===== config.mk =====
export PLATFORM = sky130hd
export DESIGN_NAME = dfi_cmd_inject
export DESIGN_NICKNAME = d
export VERILOG_FILES = /design/src/rtl/dfi_inj_pkg.sv /design/src/rtl/dfi_inj_rst_sync.sv /design/src/rtl/dfi_inj_regs.sv /design/src/rtl/dfi_inj_cmd.sv /design/src/rtl/dfi_inj_mux.sv /design/src/rtl/dfi_cmd_inject.sv
export SDC_FILE = /design/constraint.sdc
export NUM_CORES = 1
export LEC_CHECK = 0
export BUFFER_PORTS_ARGS = -buffer_cell sky130_fd_sc_hd__buf_2
export CAP_MARGIN = 20
export CELL_PAD_IN_SITES_DETAIL_PLACEMENT = 1
export CELL_PAD_IN_SITES_GLOBAL_PLACEMENT = 2
export CORE_UTILIZATION = 25
export CTS_CLUSTER_DIAMETER = 150
export DETAILED_ROUTE_END_ITERATION = 10
export PLACE_DENSITY_LB_ADDON = 0.08
export SETUP_SLACK_MARGIN = 0.4
export SYNTH_ARGS = -nofsm -noshare
export SYNTH_HDL_FRONTEND = slang
export SYNTH_SLANG_ARGS = --single-unit
export TNS_END_PERCENT = 5

===== constraint.sdc =====
create_clock -name clk_i -period 1.8 [get_ports clk_i]
set_input_delay 0.09 -clock clk_i [delete_from_list [all_inputs] [get_ports clk_i]]
set_output_delay 0.09 -clock clk_i [all_outputs]
set_load 0.02 [all_outputs]

===== src/rtl/dfi_inj_pkg.sv =====
package dfi_inj_pkg;

  // Word index of each register relative to the block base
  typedef enum logic [2:0] {
    IDX_CTRL  = 3'd0,
    IDX_CMD   = 3'd1,
    IDX_FIRE  = 3'd2,
    IDX_ADDR  = 3'd3,
    IDX_BANK  = 3'd4
  } reg_idx_e;

  localparam int NUM_REGS = 5;

  // Control register bits
  localparam int CTL_HWSEL = 0;
  localparam int CTL_CKE   = 1;
  localparam int CTL_ODT   = 2;
  localparam int CTL_RSTN  = 3;

  // Command register bits (active-high)
  localparam int CMD_CS  = 0;
  localparam int CMD_WE  = 1;
  localparam int CMD_CAS = 2;
  localparam int CMD_RAS = 3;

  typedef struct packed {
    logic cke;
    logic odt;
    logic reset_n;
    logic cs_n;
    logic ras_n;
    logic cas_n;
    logic we_n;
  } dfi_ctl_t;

endpackage


===== src/rtl/dfi_inj_rst_sync.sv =====
module dfi_inj_rst_sync #(
  parameter int STAGES = 2
) (
  input  logic clk_i,
  input  logic rst_ni,
  output logic rst_no
);
  logic [STAGES-1:0] sync_q;

  always_ff @(posedge clk_i or negedge rst_ni) begin
    if (!rst_ni) sync_q <= '0;
    else         sync_q <= {sync_q[STAGES-2:0], 1'b1};
  end

  assign rst_no = sync_q[STAGES-1];
endmodule


===== src/rtl/dfi_inj_regs.sv =====
module dfi_inj_regs
  import dfi_inj_pkg::*;
#(
  parameter int ADDR_W    = 30,
  parameter int DATA_W    = 32,
  parameter int ADR_W     = 16,
  parameter int BANK_W    = 3,
  parameter int BASE_BYTE = 32'h9000
) (
  input  logic              clk_i,
  input  logic              rst_ni,
  input  logic              wb_cyc_i,
  input  logic              wb_stb_i,
  input  logic              wb_we_i,
  input  logic [ADDR_W-1:0] wb_adr_i,
  input  logic [DATA_W-1:0] wb_dat_i,
  output logic [DATA_W-1:0] wb_dat_o,
  output logic              wb_ack_o,
  output logic [3:0]        ctrl_o,
  output logic [3:0]        cmd_o,
  output logic [ADR_W-1:0]  addr_o,
  output logic [BANK_W-1:0] bank_o,
  output logic              fire_o
);
  localparam int BASE_WORD = BASE_BYTE >> 2;

  logic [ADDR_W-1:0] idx_w;
  logic              hit, accept, wr;
  logic [2:0]        idx3;

  logic              ack_q, ack_d;
  logic [DATA_W-1:0] rd_q, rd_d;
  logic [3:0]        ctrl_q, ctrl_d, cmd_q, cmd_d;
  logic [ADR_W-1:0]  addr_q, addr_d;
  logic [BANK_W-1:0] bank_q, bank_d;
  logic              ctrl_en, cmd_en, addr_en, bank_en;
  logic              unused_dat;

  assign unused_dat = ^wb_dat_i;

  assign idx_w  = wb_adr_i - ADDR_W'(BASE_WORD);
  assign hit    = idx_w < ADDR_W'(NUM_REGS);
  assign idx3   = idx_w[2:0];
  assign accept = wb_cyc_i & wb_stb_i & ~ack_q;
  assign wr     = accept & wb_we_i & hit;

  // Clock enables
  assign ctrl_en = wr & (idx3 == 3'(IDX_CTRL));
  assign cmd_en  = wr & (idx3 == 3'(IDX_CMD));
  assign addr_en = wr & (idx3 == 3'(IDX_ADDR));
  assign bank_en = wr & (idx3 == 3'(IDX_BANK));
  assign fire_o  = wr & (idx3 == 3'(IDX_FIRE)) & wb_dat_i[0];

  // Next-state
  always_comb begin
    ack_d  = accept;
    ctrl_d = wb_dat_i[3:0];
    cmd_d  = wb_dat_i[3:0];
    addr_d = wb_dat_i[ADR_W-1:0];
    bank_d = wb_dat_i[BANK_W-1:0];
    rd_d   = '0;
    if (hit) begin
      case (idx3)
        3'(IDX_CTRL): rd_d = DATA_W'(ctrl_q);
        3'(IDX_CMD):  rd_d = DATA_W'(cmd_q);
        3'(IDX_ADDR): rd_d = DATA_W'(addr_q);
        3'(IDX_BANK): rd_d = DATA_W'(bank_q);
        default:      rd_d = '0;
      endcase
    end
  end

  // Registers
  always_ff @(posedge clk_i or negedge rst_ni) begin
    if (!rst_ni) begin
      ack_q  <= 1'b0;
      rd_q   <= '0;
      ctrl_q <= '0;
      cmd_q  <= '0;
      addr_q <= '0;
      bank_q <= '0;
    end else begin
      ack_q <= ack_d;
      if (accept)  rd_q   <= rd_d;
      if (ctrl_en) ctrl_q <= ctrl_d;
      if (cmd_en)  cmd_q  <= cmd_d;
      if (addr_en) addr_q <= addr_d;
      if (bank_en) bank_q <= bank_d;
    end
  end

  assign wb_ack_o = ack_q;
  assign wb_dat_o = rd_q;
  assign ctrl_o   = ctrl_q;
  assign cmd_o    = cmd_q;
  assign addr_o   = addr_q;
  assign bank_o   = bank_q;

  a_r3_ack_single: assert property (@(posedge clk_i) disable iff (!rst_ni)
    wb_ack_o |=> !wb_ack_o);
  a_r3_ack_after_req: assert property (@(posedge clk_i) disable iff (!rst_ni)
    wb_ack_o |-> $past(wb_cyc_i && wb_stb_i));
endmodule


===== src/rtl/dfi_inj_cmd.sv =====
module dfi_inj_cmd
  import dfi_inj_pkg::*;
(
  input  logic       clk_i,
  input  logic       rst_ni,
  input  logic       fire_i,
  input  logic       hwsel_i,
  input  logic [3:0] cmd_i,
  output logic       pulse_o,
  output logic [3:0] pins_n_o
);
  logic pulse_q, pulse_d;

  assign pulse_d = fire_i & ~hwsel_i;

  always_ff @(posedge clk_i or negedge rst_ni) begin
    if (!rst_ni) pulse_q <= 1'b0;
    else         pulse_q <= pulse_d;
  end

  // Active-high command bits become active-low pins only during the pulse
  for (genvar g = 0; g < 4; g++) begin : g_pin
    assign pins_n_o[g] = ~(pulse_q & cmd_i[g]);
  end

  assign pulse_o = pulse_q;

  a_r6_pulse_single: assert property (@(posedge clk_i) disable iff (!rst_ni)
    pulse_o |=> !pulse_o);
endmodule


===== src/rtl/dfi_inj_mux.sv =====
module dfi_inj_mux
  import dfi_inj_pkg::*;
#(
  parameter int ADR_W  = 16,
  parameter int BANK_W = 3
) (
  input  logic              hwsel_i,
  input  dfi_ctl_t          sw_ctl_i,
  input  logic [ADR_W-1:0]  sw_addr_i,
  input  logic [BANK_W-1:0] sw_bank_i,
  input  dfi_ctl_t          hw_ctl_i,
  input  logic [ADR_W-1:0]  hw_addr_i,
  input  logic [BANK_W-1:0] hw_bank_i,
  output dfi_ctl_t          out_ctl_o,
  output logic [ADR_W-1:0]  out_addr_o,
  output logic [BANK_W-1:0] out_bank_o
);
  always_comb begin
    if (hwsel_i) begin
      out_ctl_o  = hw_ctl_i;
      out_addr_o = hw_addr_i;
      out_bank_o = hw_bank_i;
    end else begin
      out_ctl_o  = sw_ctl_i;
      out_addr_o = sw_addr_i;
      out_bank_o = sw_bank_i;
    end
  end
endmodule


===== src/rtl/dfi_cmd_inject.sv =====
module dfi_cmd_inject
  import dfi_inj_pkg::*;
#(
  parameter int ADDR_W    = 30,
  parameter int DATA_W    = 32,
  parameter int ADR_W     = 16,
  parameter int BANK_W    = 3,
  parameter int BASE_BYTE = 32'h9000
) (
  input  logic              clk_i,
  input  logic              rst_ni,
  input  logic              wb_cyc_i,
  input  logic              wb_stb_i,
  input  logic              wb_we_i,
  input  logic [ADDR_W-1:0] wb_adr_i,
  input  logic [DATA_W-1:0] wb_dat_i,
  output logic [DATA_W-1:0] wb_dat_o,
  output logic              wb_ack_o,
  input  logic              hw_cke_i,
  input  logic              hw_odt_i,
  input  logic              hw_reset_n_i,
  input  logic              hw_cs_n_i,
  input  logic              hw_ras_n_i,
  input  logic              hw_cas_n_i,
  input  logic              hw_we_n_i,
  input  logic [ADR_W-1:0]  hw_address_i,
  input  logic [BANK_W-1:0] hw_bank_i,
  output logic              dfi_cke_o,
  output logic              dfi_odt_o,
  output logic              dfi_reset_n_o,
  output logic              dfi_cs_n_o,
  output logic              dfi_ras_n_o,
  output logic              dfi_cas_n_o,
  output logic              dfi_we_n_o,
  output logic [ADR_W-1:0]  dfi_address_o,
  output logic [BANK_W-1:0] dfi_bank_o
);
  logic              rst_n;
  logic [3:0]        ctrl, cmd, pins_n;
  logic [ADR_W-1:0]  addr;
  logic [BANK_W-1:0] bank;
  logic              fire, pulse;
  dfi_ctl_t          sw_ctl, hw_ctl, out_ctl;

  dfi_inj_rst_sync #(.STAGES(2)) i_rst (
    .clk_i(clk_i), .rst_ni(rst_ni), .rst_no(rst_n)
  );

  dfi_inj_regs #(
    .ADDR_W(ADDR_W), .DATA_W(DATA_W), .ADR_W(ADR_W),
    .BANK_W(BANK_W), .BASE_BYTE(BASE_BYTE)
  ) i_regs (
    .clk_i(clk_i), .rst_ni(rst_n),
    .wb_cyc_i(wb_cyc_i), .wb_stb_i(wb_stb_i), .wb_we_i(wb_we_i),
    .wb_adr_i(wb_adr_i), .wb_dat_i(wb_dat_i),
    .wb_dat_o(wb_dat_o), .wb_ack_o(wb_ack_o),
    .ctrl_o(ctrl), .cmd_o(cmd), .addr_o(addr), .bank_o(bank), .fire_o(fire)
  );

  dfi_inj_cmd i_cmd (
    .clk_i(clk_i), .rst_ni(rst_n), .fire_i(fire),
    .hwsel_i(ctrl[CTL_HWSEL]), .cmd_i(cmd),
    .pulse_o(pulse), .pins_n_o(pins_n)
  );

  always_comb begin
    sw_ctl.cke     = ctrl[CTL_CKE];
    sw_ctl.odt     = ctrl[CTL_ODT];
    sw_ctl.reset_n = ctrl[CTL_RSTN];
    sw_ctl.cs_n    = pins_n[CMD_CS];
    sw_ctl.ras_n   = pins_n[CMD_RAS];
    sw_ctl.cas_n   = pins_n[CMD_CAS];
    sw_ctl.we_n    = pins_n[CMD_WE];
    hw_ctl.cke     = hw_cke_i;
    hw_ctl.odt     = hw_odt_i;
    hw_ctl.reset_n = hw_reset_n_i;
    hw_ctl.cs_n    = hw_cs_n_i;
    hw_ctl.ras_n   = hw_ras_n_i;
    hw_ctl.cas_n   = hw_cas_n_i;
    hw_ctl.we_n    = hw_we_n_i;
  end

  dfi_inj_mux #(.ADR_W(ADR_W), .BANK_W(BANK_W)) i_mux (
    .hwsel_i(ctrl[CTL_HWSEL]),
    .sw_ctl_i(sw_ctl), .sw_addr_i(addr), .sw_bank_i(bank),
    .hw_ctl_i(hw_ctl), .hw_addr_i(hw_address_i), .hw_bank_i(hw_bank_i),
    .out_ctl_o(out_ctl), .out_addr_o(dfi_address_o), .out_bank_o(dfi_bank_o)
  );

  assign dfi_cke_o     = out_ctl.cke;
  assign dfi_odt_o     = out_ctl.odt;
  assign dfi_reset_n_o = out_ctl.reset_n;
  assign dfi_cs_n_o    = out_ctl.cs_n;
  assign dfi_ras_n_o   = out_ctl.ras_n;
  assign dfi_cas_n_o   = out_ctl.cas_n;
  assign dfi_we_n_o    = out_ctl.we_n;

  a_r6_strobe_fires: assert property (@(posedge clk_i) disable iff (!rst_n)
    $past(fire && !ctrl[CTL_HWSEL] && cmd[CMD_CS]) |-> !dfi_cs_n_o);
  a_r8_idle_nop: assert property (@(posedge clk_i) disable iff (!rst_n)
    (!pulse && !ctrl[CTL_HWSEL]) |->
      (dfi_cs_n_o && dfi_ras_n_o && dfi_cas_n_o && dfi_we_n_o));
  a_r10_hw_no_pulse: assert property (@(posedge clk_i) disable iff (!rst_n)
    (ctrl[CTL_HWSEL] && $past(ctrl[CTL_HWSEL])) |-> !pulse);
endmodule


==> metrics, run 1 <==
Area Growth Syn to Fin 50.3%; combinational power share 0.115; DR WL/cell 14.8 um; Sw Pwr 492 uW; most common cell in the netlist dfrtp_1; I/O pin cnt 152; Synth top area share 0.446; Routed Antenna Nets 0; Worst-path clk slew 0.09 ns; Int Pwr 1.47 mW; fin. max-slew vios 0; clock network power share 0.341; CP Class reg2reg; Peak VDD IR 246 uV; CORE AREA 10,300 sq um; commonest cells in the netlist dfrtp_1, mux2_2, nand2_1; #FFs+latches synth 47; Period minus WS final 2.17 ns; Total Wirelength 7.73 mm; largest net degree at the start of global routing 25; Slew @ Worst Pin 0.529 ns; top cells by area, synth dfrtp_1, mux2_2, mux2_4; number of synthesized flops with an enable pin 0; Reg power frac 0.544; leakage power 1.98 nW; Initial Util 0.257; final non-filler cell total 524; final net count 480; CTS Sinks 47; RSZ-0062 raised after global routing true; Placed Cells 515; GPL Wtd Cong 0.713; Hold Path Class in2reg; CTS tree yes; Final Hold Viols 0; clk buf depth 2; number of global-route vias before repair 2,420; Startpoint Class flip-flop; Distinct cells, synth 38; post-layout util 0.386; worst-path maximum fanout 16; grt total ovfl 0; ANT cells 0; Final Worst Setup Slack -0.370 ns; TritonCTS Buffers 5; total power draw 1.96 mW; Slew HR 0.647; Vias 2,329; Most used DFF post-synth dfrtp_1; Synthesis Warnings 0; Post-route DRC 0; first-pass GRT wire length 12.5 mm; Seq/Total Area, Yosys 0.446; status finished, violations left; Syn Std Cell Area 2640 sq um; Initial DRC Count 49; clock skew 0.00687 ns; Syn Area/Cell 10.6 sq um; Die Span Y 105 um; setup TNS -12.38 ns; width of the die 105 um; CP arrival 2.36 ns; Fmax 461 MHz; # rows 37; Worst-Skew Late Latency 0.30 ns; Power Density 495 nW/um^2; Critical Path End Type flip-flop; violated checks setup timing; sw frac 0.251; share of cells above drive strength 1 0.588; Global Route Usage Sum 0.145; hpwl dp 5.82 mm; Critical Path RT 1.99 ns; initial antenna violation count 0; count of final setup violators 44; fin crit share 1.21; Post-Synthesis Cells 248; Max Cap Violations 0; largest area contributor in the netlist dfrtp_1; DR pass1 iterations 2; port bufs 119; drt via density 4.44; post-CTS setup buffer count 0; die area 11,000 sq um; H-tree depth 2; CTS root buf clkbuf_8; Async SR Flop Fraction 1.00
## worst paths after layout
path | startpoint | end | slack (ns) | cells past startpoint
worst max-delay path | i_regs.wb_ack_o | i_regs.addr_o[15] | -0.37 | 7
worst min-delay path | wb_dat_i[13] | i_regs.addr_o[13] | 0.01 | 2
worst max register to register | i_regs.wb_ack_o | i_regs.addr_o[15] | -0.37 | 7
worst min register to register | i_rst.sync_q[1] | i_regs.addr_o[15] | 0.25 | 0
max in group asynchronous | i_rst.sync_q[1] | i_regs.wb_dat_o[9] | 0.92 | 1
min in group asynchronous | rst_ni | i_rst.sync_q[0] | 0.10 | 2
## power by group through the flow
stage	logic [mW]	clock network, mW	registers (mW)
after floorplan	0.101	0	1.10
after global placement	0.218	0	1.09
after detailed placement	0.221	0	1.09
after CTS	0.228	0.710	1.07
after global routing	0.248	0.737	1.07
final	0.225	0.670	1.07
## worst max-delay path: stages, from the launching register on
cell      delay (ns)
dfrtp_1         0.38
nand3b_1        0.21
or3_1           0.33
a31oi_1         0.18
o221ai_2        0.13
or3_4           0.35
buf_12          0.17
mux2_4          0.30
## area by class of cell
class                   count  area (sq um)
clock buffers               7          86.3
clock inverters             1          5.00
repair buffers            146          1000
flip-flops and latches     47          1180
well taps                 136           170
multi-input cells         186          1520
inverters                   1          3.75
fillers                  1224          6310
## cell families (layout without fill, tap and decap cells)
logic type      Yosys count  in the layout  synth area share
simple gates             81             81             0.161
mux                      54             54             0.243
flops                    47             47             0.446
compound gates           32             32            0.0664
buf+inv                  30            155            0.0744
other cells               2             17           0.00285
xor+xnor                  2              2           0.00664
## metrics by stage
step	cell area (sq um)	worst slack, ns	hold slack, ns
global placement	3490	-0.578	-0.123
CTS	3920	-0.430	0.00175
detailed placement	3490	-0.597	-0.120
finish	3970	-0.370	0.0128
floorplan	2700	-0.657	-0.206
global route	3970	-0.504	0.00693
## per-layer routing
| metal | wire [um] | vias up | global-route usage |
|---|---|---|---|
| met5 | 0 | - | 0 |
| met2 | 3870 | 69 | 0.247 |
| li1 | - | 1108 | - |
| met3 | 323 | 5 | 0.0237 |
| met1 | 3480 | 1147 | 0.191 |
| met4 | 61 | 0 | 0.0332 |
## sequential cells by signal, summed over array words and instances, names as in the netlist
name / count
i_cmd.pulse_o: 1
i_regs.addr_o: 16
i_regs.bank_o: 3
i_regs.cmd_o: 4
i_regs.ctrl_o: 4
i_regs.wb_ack_o: 1
i_regs.wb_dat_o: 16
i_rst.sync_q: 2
## repair_timing
item	CTS	global route
resized for setup	110	12
hold buffers	1	0
pin swaps	5	5
endpoints found under the hold margin	2	0
setup endpoints to repair	70	70
## placed cells by master, fill, tap and decap left out, types with 6 or more instances in the layout
master    synthesis  layout
buf_2             0      93
dfrtp_1          47      45
mux2_4           10      42
nand2_1          32      32
buf_6             1      25
buf_4            16      23
conb_1            2      17
nor2_1           11      10
o21ai_1           0      10
a21oi_1          11       8
mux2_2           40       8
o21ai_2           0       6
clkbuf_8          0       6
(Power assumes the default switching activity.)
==> run 2, diff against run 1 <==
--- a/config.mk
+++ b/config.mk
@@ -9,12 +9,12 @@
 export CAP_MARGIN = 20
 export CELL_PAD_IN_SITES_DETAIL_PLACEMENT = 1
 export CELL_PAD_IN_SITES_GLOBAL_PLACEMENT = 2
-export CORE_UTILIZATION = 25
+export CORE_UTILIZATION = 27
 export CTS_CLUSTER_DIAMETER = 150
 export DETAILED_ROUTE_END_ITERATION = 10
 export PLACE_DENSITY_LB_ADDON = 0.08
 export SETUP_SLACK_MARGIN = 0.4
 export SYNTH_ARGS = -nofsm -noshare
 export SYNTH_HDL_FRONTEND = slang
+export SYNTH_HIERARCHICAL = 1
 export SYNTH_SLANG_ARGS = --single-unit
-export TNS_END_PERCENT = 5
==> run 2 against run 1 <==
- the flow still finishes with violations (setup timing)
- non-clock buffer count up 32
- sequential power about the same
- flip-flop and latch count unchanged
- largest power group unchanged
- worst hold slack better by 0.0061 ns
- area after synthesis up 11%
- register-to-register slack worse by 0.03 ns
- routed wire length up 15%
- total power up 4.0%
- setup slack worse by 0.035 ns
- clock skew up 0.0033 ns
==> metrics, run 2 <==
Post-route DRC 0; Global Route Usage Sum 0.166; number of global-route vias before repair 2,750; violated checks setup timing; #FFs+latches synth 47; post-layout util 0.436; Crit path max-delay family compound AO/OA/AOI/OAI gates; Distinct cells, synth 45; drt via density 4.60; Worst-Skew Late Latency 0.30 ns; Area Growth Syn to Fin 55.4%; Period minus WS final 2.20 ns; largest net degree at the start of global routing 19; Syn Std Cell Area 2920 sq um; Worst-path clk slew 0.09 ns; # rows 37; WHS Path Cells 2; number of synthesized flops with an enable pin 0; Final Worst Setup Slack -0.404 ns; Initial DRC Count 45; Post-Synthesis Cells 263; Multi-input gate area 1680 sq um; RSZ-0062 raised after global routing true; leakage power 2.23 nW; width of the die 106 um; CP arrival 2.40 ns; top cells by area, synth dfrtp_1, mux2_4, mux2_2; DR WL/cell 15.6 um; reg2reg path depth 9; ANT cells 0; Slew HR 0.671; Design Area, Final 4540 sq um; Die Span Y 106 um; first-pass GRT wire length 14.3 mm; Syn Area/Cell 11.1 sq um; final net count 529; GPL Wtd Cong 0.838; Initial Util 0.280; Peak VDD IR 241 uV; share of cells above drive strength 1 0.620; Most used DFF post-synth dfrtp_1; final non-filler cell total 573; Post-DP Area 3890 sq um; most common cell after layout, fill and taps aside buf_2; Startpoint Class flip-flop; grt total ovfl 0; total power draw 2.04 mW; initial antenna violation count 0; I/O pin cnt 152; clock skew 0.0102 ns; stages on the worst setup path 9; Register Area 1180 sq um; largest area contributor in the netlist dfrtp_1; most frequent cells in the layout buf_2, dfrtp_1, buf_4, mux2_4, buf_6; fin crit share 1.22; Fmax 454 MHz; hold_ws 0.0190 ns; Worst Path Buf+Inv 3; Hold Path Class in2reg; CP cell instances nand3b_1, inv_2, o2111ai_2, a211o_1, a2111oi_4, buf_4, buf_6, nand4_1, mux2_4; fin. max-slew vios 0; Slew @ Worst Pin 0.489 ns; TritonCTS Buffers 5; clk buf depth 2; most common cell in the netlist dfrtp_1; CORE AREA 10,400 sq um; CTS Sinks 47; hpwl dp 6.85 mm; CTS tree yes; H-tree depth 2; CTS root buf clkbuf_8; Routed Antenna Nets 0; count of final setup violators 41; Power Density 450 nW/um^2; worst slack at placement -0.637 ns; setup TNS -12.61 ns; commonest cells in the netlist dfrtp_1, mux2_4, mux2_2; Max Cap Violations 0; peak per-stage delay on the critical path 0.37 ns; worst-path maximum fanout 4; CP Class reg2reg; CP max stage cell dfrtp_1; Seq/Total Area, Yosys 0.403; Synth top area share 0.403; Vias 2,634; Layout fillers 1,177; port bufs 119; Critical Path RT 1.99 ns; Critical Path End Type flip-flop; status finished, violations left; Async SR Flop Fraction 1.00; Synthesis Warnings 6; Final Hold Viols 0; die area 11,200 sq um; DR pass1 iterations 4; Total Wirelength 8.91 mm; Placed Cells 550
run 2: worst register-to-register path, stage by stage (launching register included):
cell and delay (ns):
dfrtp_1 0.37, nand3b_1 0.19, inv_2 0.09, o2111ai_2 0.09, a211o_1 0.32, a2111oi_4 0.19, buf_4 0.18, buf_6 0.10
nand4_1 0.21, mux2_4 0.36
run 2: cell families (layout without fill, tap and decap cells):
| family | Yosys count | in the layout | share of synthesized area |
|---|---|---|---|
| other cells | 2 | 17 | 0.00257 |
| compound gates | 39 | 39 | 0.0896 |
| xor+xnor | 1 | 1 | 0.00300 |
| flops | 47 | 47 | 0.403 |
| simple gates | 76 | 76 | 0.153 |
| buf+inv | 40 | 199 | 0.0887 |
| mux | 58 | 58 | 0.260 |
run 2: final timing paths:
| check | from | endpoint | slack, ns |
|---|---|---|---|
| worst max-delay path | i_regs/wb_ack_o | i_regs/ctrl_o[3] | -0.40 |
| worst min-delay path | wb_dat_i[13] | i_regs/addr_o[13] | 0.02 |
| worst max register to register | i_regs/wb_ack_o | i_regs/ctrl_o[3] | -0.40 |
| worst min register to register | i_rst/sync_q[1] | i_cmd/pulse_o | 0.15 |
| max in group asynchronous | i_rst/sync_q[1] | i_regs/addr_o[4] | 1.09 |
| min in group asynchronous | rst_ni | i_rst/sync_q[1] | 0.10 |
run 2: area by class of cell:
type / instances / share of cell area
Clock buffer: 6 / 0.0182
Multi-Input combinational cell: 191 / 0.370
Tap cell: 136 / 0.0375
Sequential cell: 47 / 0.260
Timing Repair Buffer: 178 / 0.300
Clock inverter: 2 / 0.00359
Inverter: 13 / 0.0108
run 2: repair_timing:
item,CTS,global route
setup endpoints to repair,69,70
pin swaps,5,0
buffers inserted,6,4
cloned,4,0
hold buffers,1,0
resized for setup,86,13
hold endpoints to repair,2,0
run 2: power breakdown:
part | internal (mW) | switching (mW)
clock network | 0.314 | 0.365
logic | 0.133 | 0.166
registers | 1.06 | 0.00580
total | 1.51 | 0.536
run 2: metal layers:
| metal | track usage | part of all wire | up-vias |
|---|---|---|---|
| met5 | 0 | 0 | - |
| met3 | 0.0307 | 0.046 | 6 |
| met4 | 0.0298 | 0.0066 | 0 |
| li1 | - | - | 1266 |
| met2 | 0.294 | 0.50 | 80 |
| met1 | 0.210 | 0.44 | 1282 |
==> run 3, diff against run 2 <==
--- a/config.mk
+++ b/config.mk
@@ -13,7 +13,8 @@
 export CTS_CLUSTER_DIAMETER = 150
 export DETAILED_ROUTE_END_ITERATION = 10
 export PLACE_DENSITY_LB_ADDON = 0.08
-export SETUP_SLACK_MARGIN = 0.4
+export REMOVE_ABC_BUFFERS = 1
+export SETUP_SLACK_MARGIN = 0.2
 export SYNTH_ARGS = -nofsm -noshare
 export SYNTH_HDL_FRONTEND = slang
 export SYNTH_HIERARCHICAL = 1
==> run 3 against run 2 <==
- the flow still finishes with violations (setup timing)
- largest power group unchanged
- clock skew shrank 0.0052 ns
- clock power shrank 5.8%
- clock-buffer cell count unchanged
- critical path depth increased by 1
- non-clock buffer count decreased by 9
- global-route usage shrank 1.1 points
- total power decreased by 1.6%
- die area is the same
- via count is 2.9% lower
- final cell count fell by 1.6%
==> metrics, run 3 (synthesis results as in run 2) <==
status finished, violations left; violated checks setup timing; grt total ovfl 0; Area Growth Syn to Fin 43.5%; Total Wirelength 8.38 mm; H-tree depth 2; Setup crit start wb_adr_i[21]; TritonCTS Buffers 5; CTS root buf clkbuf_8; Routed Antenna Nets 0; Reg2Reg Launch Point i_regs/wb_ack_o; CTS Sinks 47; CP max stage cell or4_4; first-pass GRT wire length 13.6 mm; CTS tree yes; CP Class in2reg; Period minus WS final 2.19 ns; # rows 37; Final Hold Viols 0; Placed Cells 547; RSZ-0062 raised after global routing true; width of the die 106 um; CP arrival 2.38 ns; number of global-route vias before repair 2,640; most frequent cells in the layout buf_2, dfrtp_1, buf_4, mux2_4; hpwl dp 6.69 mm; Worst Path Buf+Inv 4; GPL Wtd Cong 0.793; most common cell after layout, fill and taps aside buf_2; Layout fillers 1,219; Vias 2,557; drt via density 4.53; Critical Path RT 1.99 ns; count of final setup violators 39; fin. max-slew vios 0; CP cell instances buf_2, or4_4, nor4_4, buf_4, nand4b_1, a31oi_2, buf_4, nand4_4, clkbuf_16, mux2_4; DR pass1 iterations 4; Worst-Skew Late Latency 0.29 ns; leakage power 2.12 nW; Worst-path clk slew 0.09 ns; Peak VDD IR 281 uV; share of cells above drive strength 1 0.596; I/O pin cnt 152; Startpoint Class input port; CORE AREA 10,400 sq um; die area 11,200 sq um; Worst path most repeated cell buf_4; initial antenna violation count 0; Global Route Usage Sum 0.154; Critical Path End Type flip-flop; clk buf depth 2; port bufs 119; Power Density 479 nW/um^2; hold_sp wb_dat_i[6]; post-layout util 0.402; final net count 520; Initial Util 0.280; largest net degree at the start of global routing 20; final non-filler cell total 564; fin crit share 1.22; worst-path maximum fanout 7; Final Worst Setup Slack -0.391 ns; clock skew 0.00497 ns; Crit path max-delay family simple AND/OR/NAND/NOR gates; DR WL/cell 14.9 um; Initial DRC Count 65; Hold Path Class in2reg; Max Cap Violations 0; Fmax 456 MHz; ANT cells 0; Die Span Y 106 um; Post-route DRC 0; peak per-stage delay on the critical path 0.56 ns
[run 3: final cells by class]
class                   count  area, sq um  area share
clock buffers               6         72.6      0.0173
clock inverters             2         12.5     0.00299
inverters                  13         48.8      0.0116
multi-input cells         191         1640       0.391
flip-flops and latches     47         1180       0.281
well taps                 136          170      0.0406
repair buffers            169         1070       0.255
[run 3: through the flow]
stage	TNS (ns)	hold slack (ns)	setup slack [ns]	power, mW	area (sq um)
4_1_cts	-14.32	0.00666	-0.442	2.04	4140
6_report	-11.78	0.0165	-0.391	2.01	4190
2_1_floorplan	-30.35	-0.206	-0.896	1.17	2770
3_3_place_gp	-23.07	-0.124	-0.681	1.37	3880
5_1_grt	-17.78	0.00545	-0.538	2.13	4190
3_5_place_dp	-24.37	-0.123	-0.723	1.37	3880
[run 3: final timing paths]
check                      slack, ns  cells past startpoint                 to
setup / recovery               -0.39                     10   i_regs/addr_o[7]
hold / removal                  0.02                      2   i_regs/addr_o[6]
setup reg to reg               -0.39                      9   i_regs/bank_o[0]
hold reg to reg                 0.21                      0  i_regs/addr_o[15]
max in group asynchronous       1.04                      1   i_regs/ctrl_o[0]
min in group asynchronous       0.09                      2    i_rst/sync_q[1]
[run 3: worst register-to-register path, delay by kind of cell, from the launching register on]
| family | cells | cell delay [ns] |
|---|---|---|
| AOI/OAI and AO/OA | 3 | 0.56 |
| and+or+nand+nor | 2 | 0.40 |
| DFF | 1 | 0.38 |
| buffers and inverters | 3 | 0.38 |
| muxes | 1 | 0.37 |
[run 3: repair_timing]
action,CTS,global route
hold endpoints to repair,2,1
cloned,1,0
setup endpoints to repair,65,46
buffers inserted,4,2
resized for setup,36,10
hold buffers,1,1
pin swaps,14,1
[run 3: power by group]
part / internal (mW) / switching, mW / total (mW)
clock: 0.273 / 0.366 / 0.639
sequential: 1.06 / 0.00910 / 1.07
combinational: 0.139 / 0.163 / 0.302
total: 1.47 / 0.539 / 2.01
[run 3: layer usage]
metal  vias to the layer above  share of wire  GRT usage
li1                       1244              -          -
met1                      1228           0.46      0.208
met2                        81           0.48      0.260
met3                         4          0.047     0.0276
met4                         0         0.0055     0.0288
met5                         -              0          0
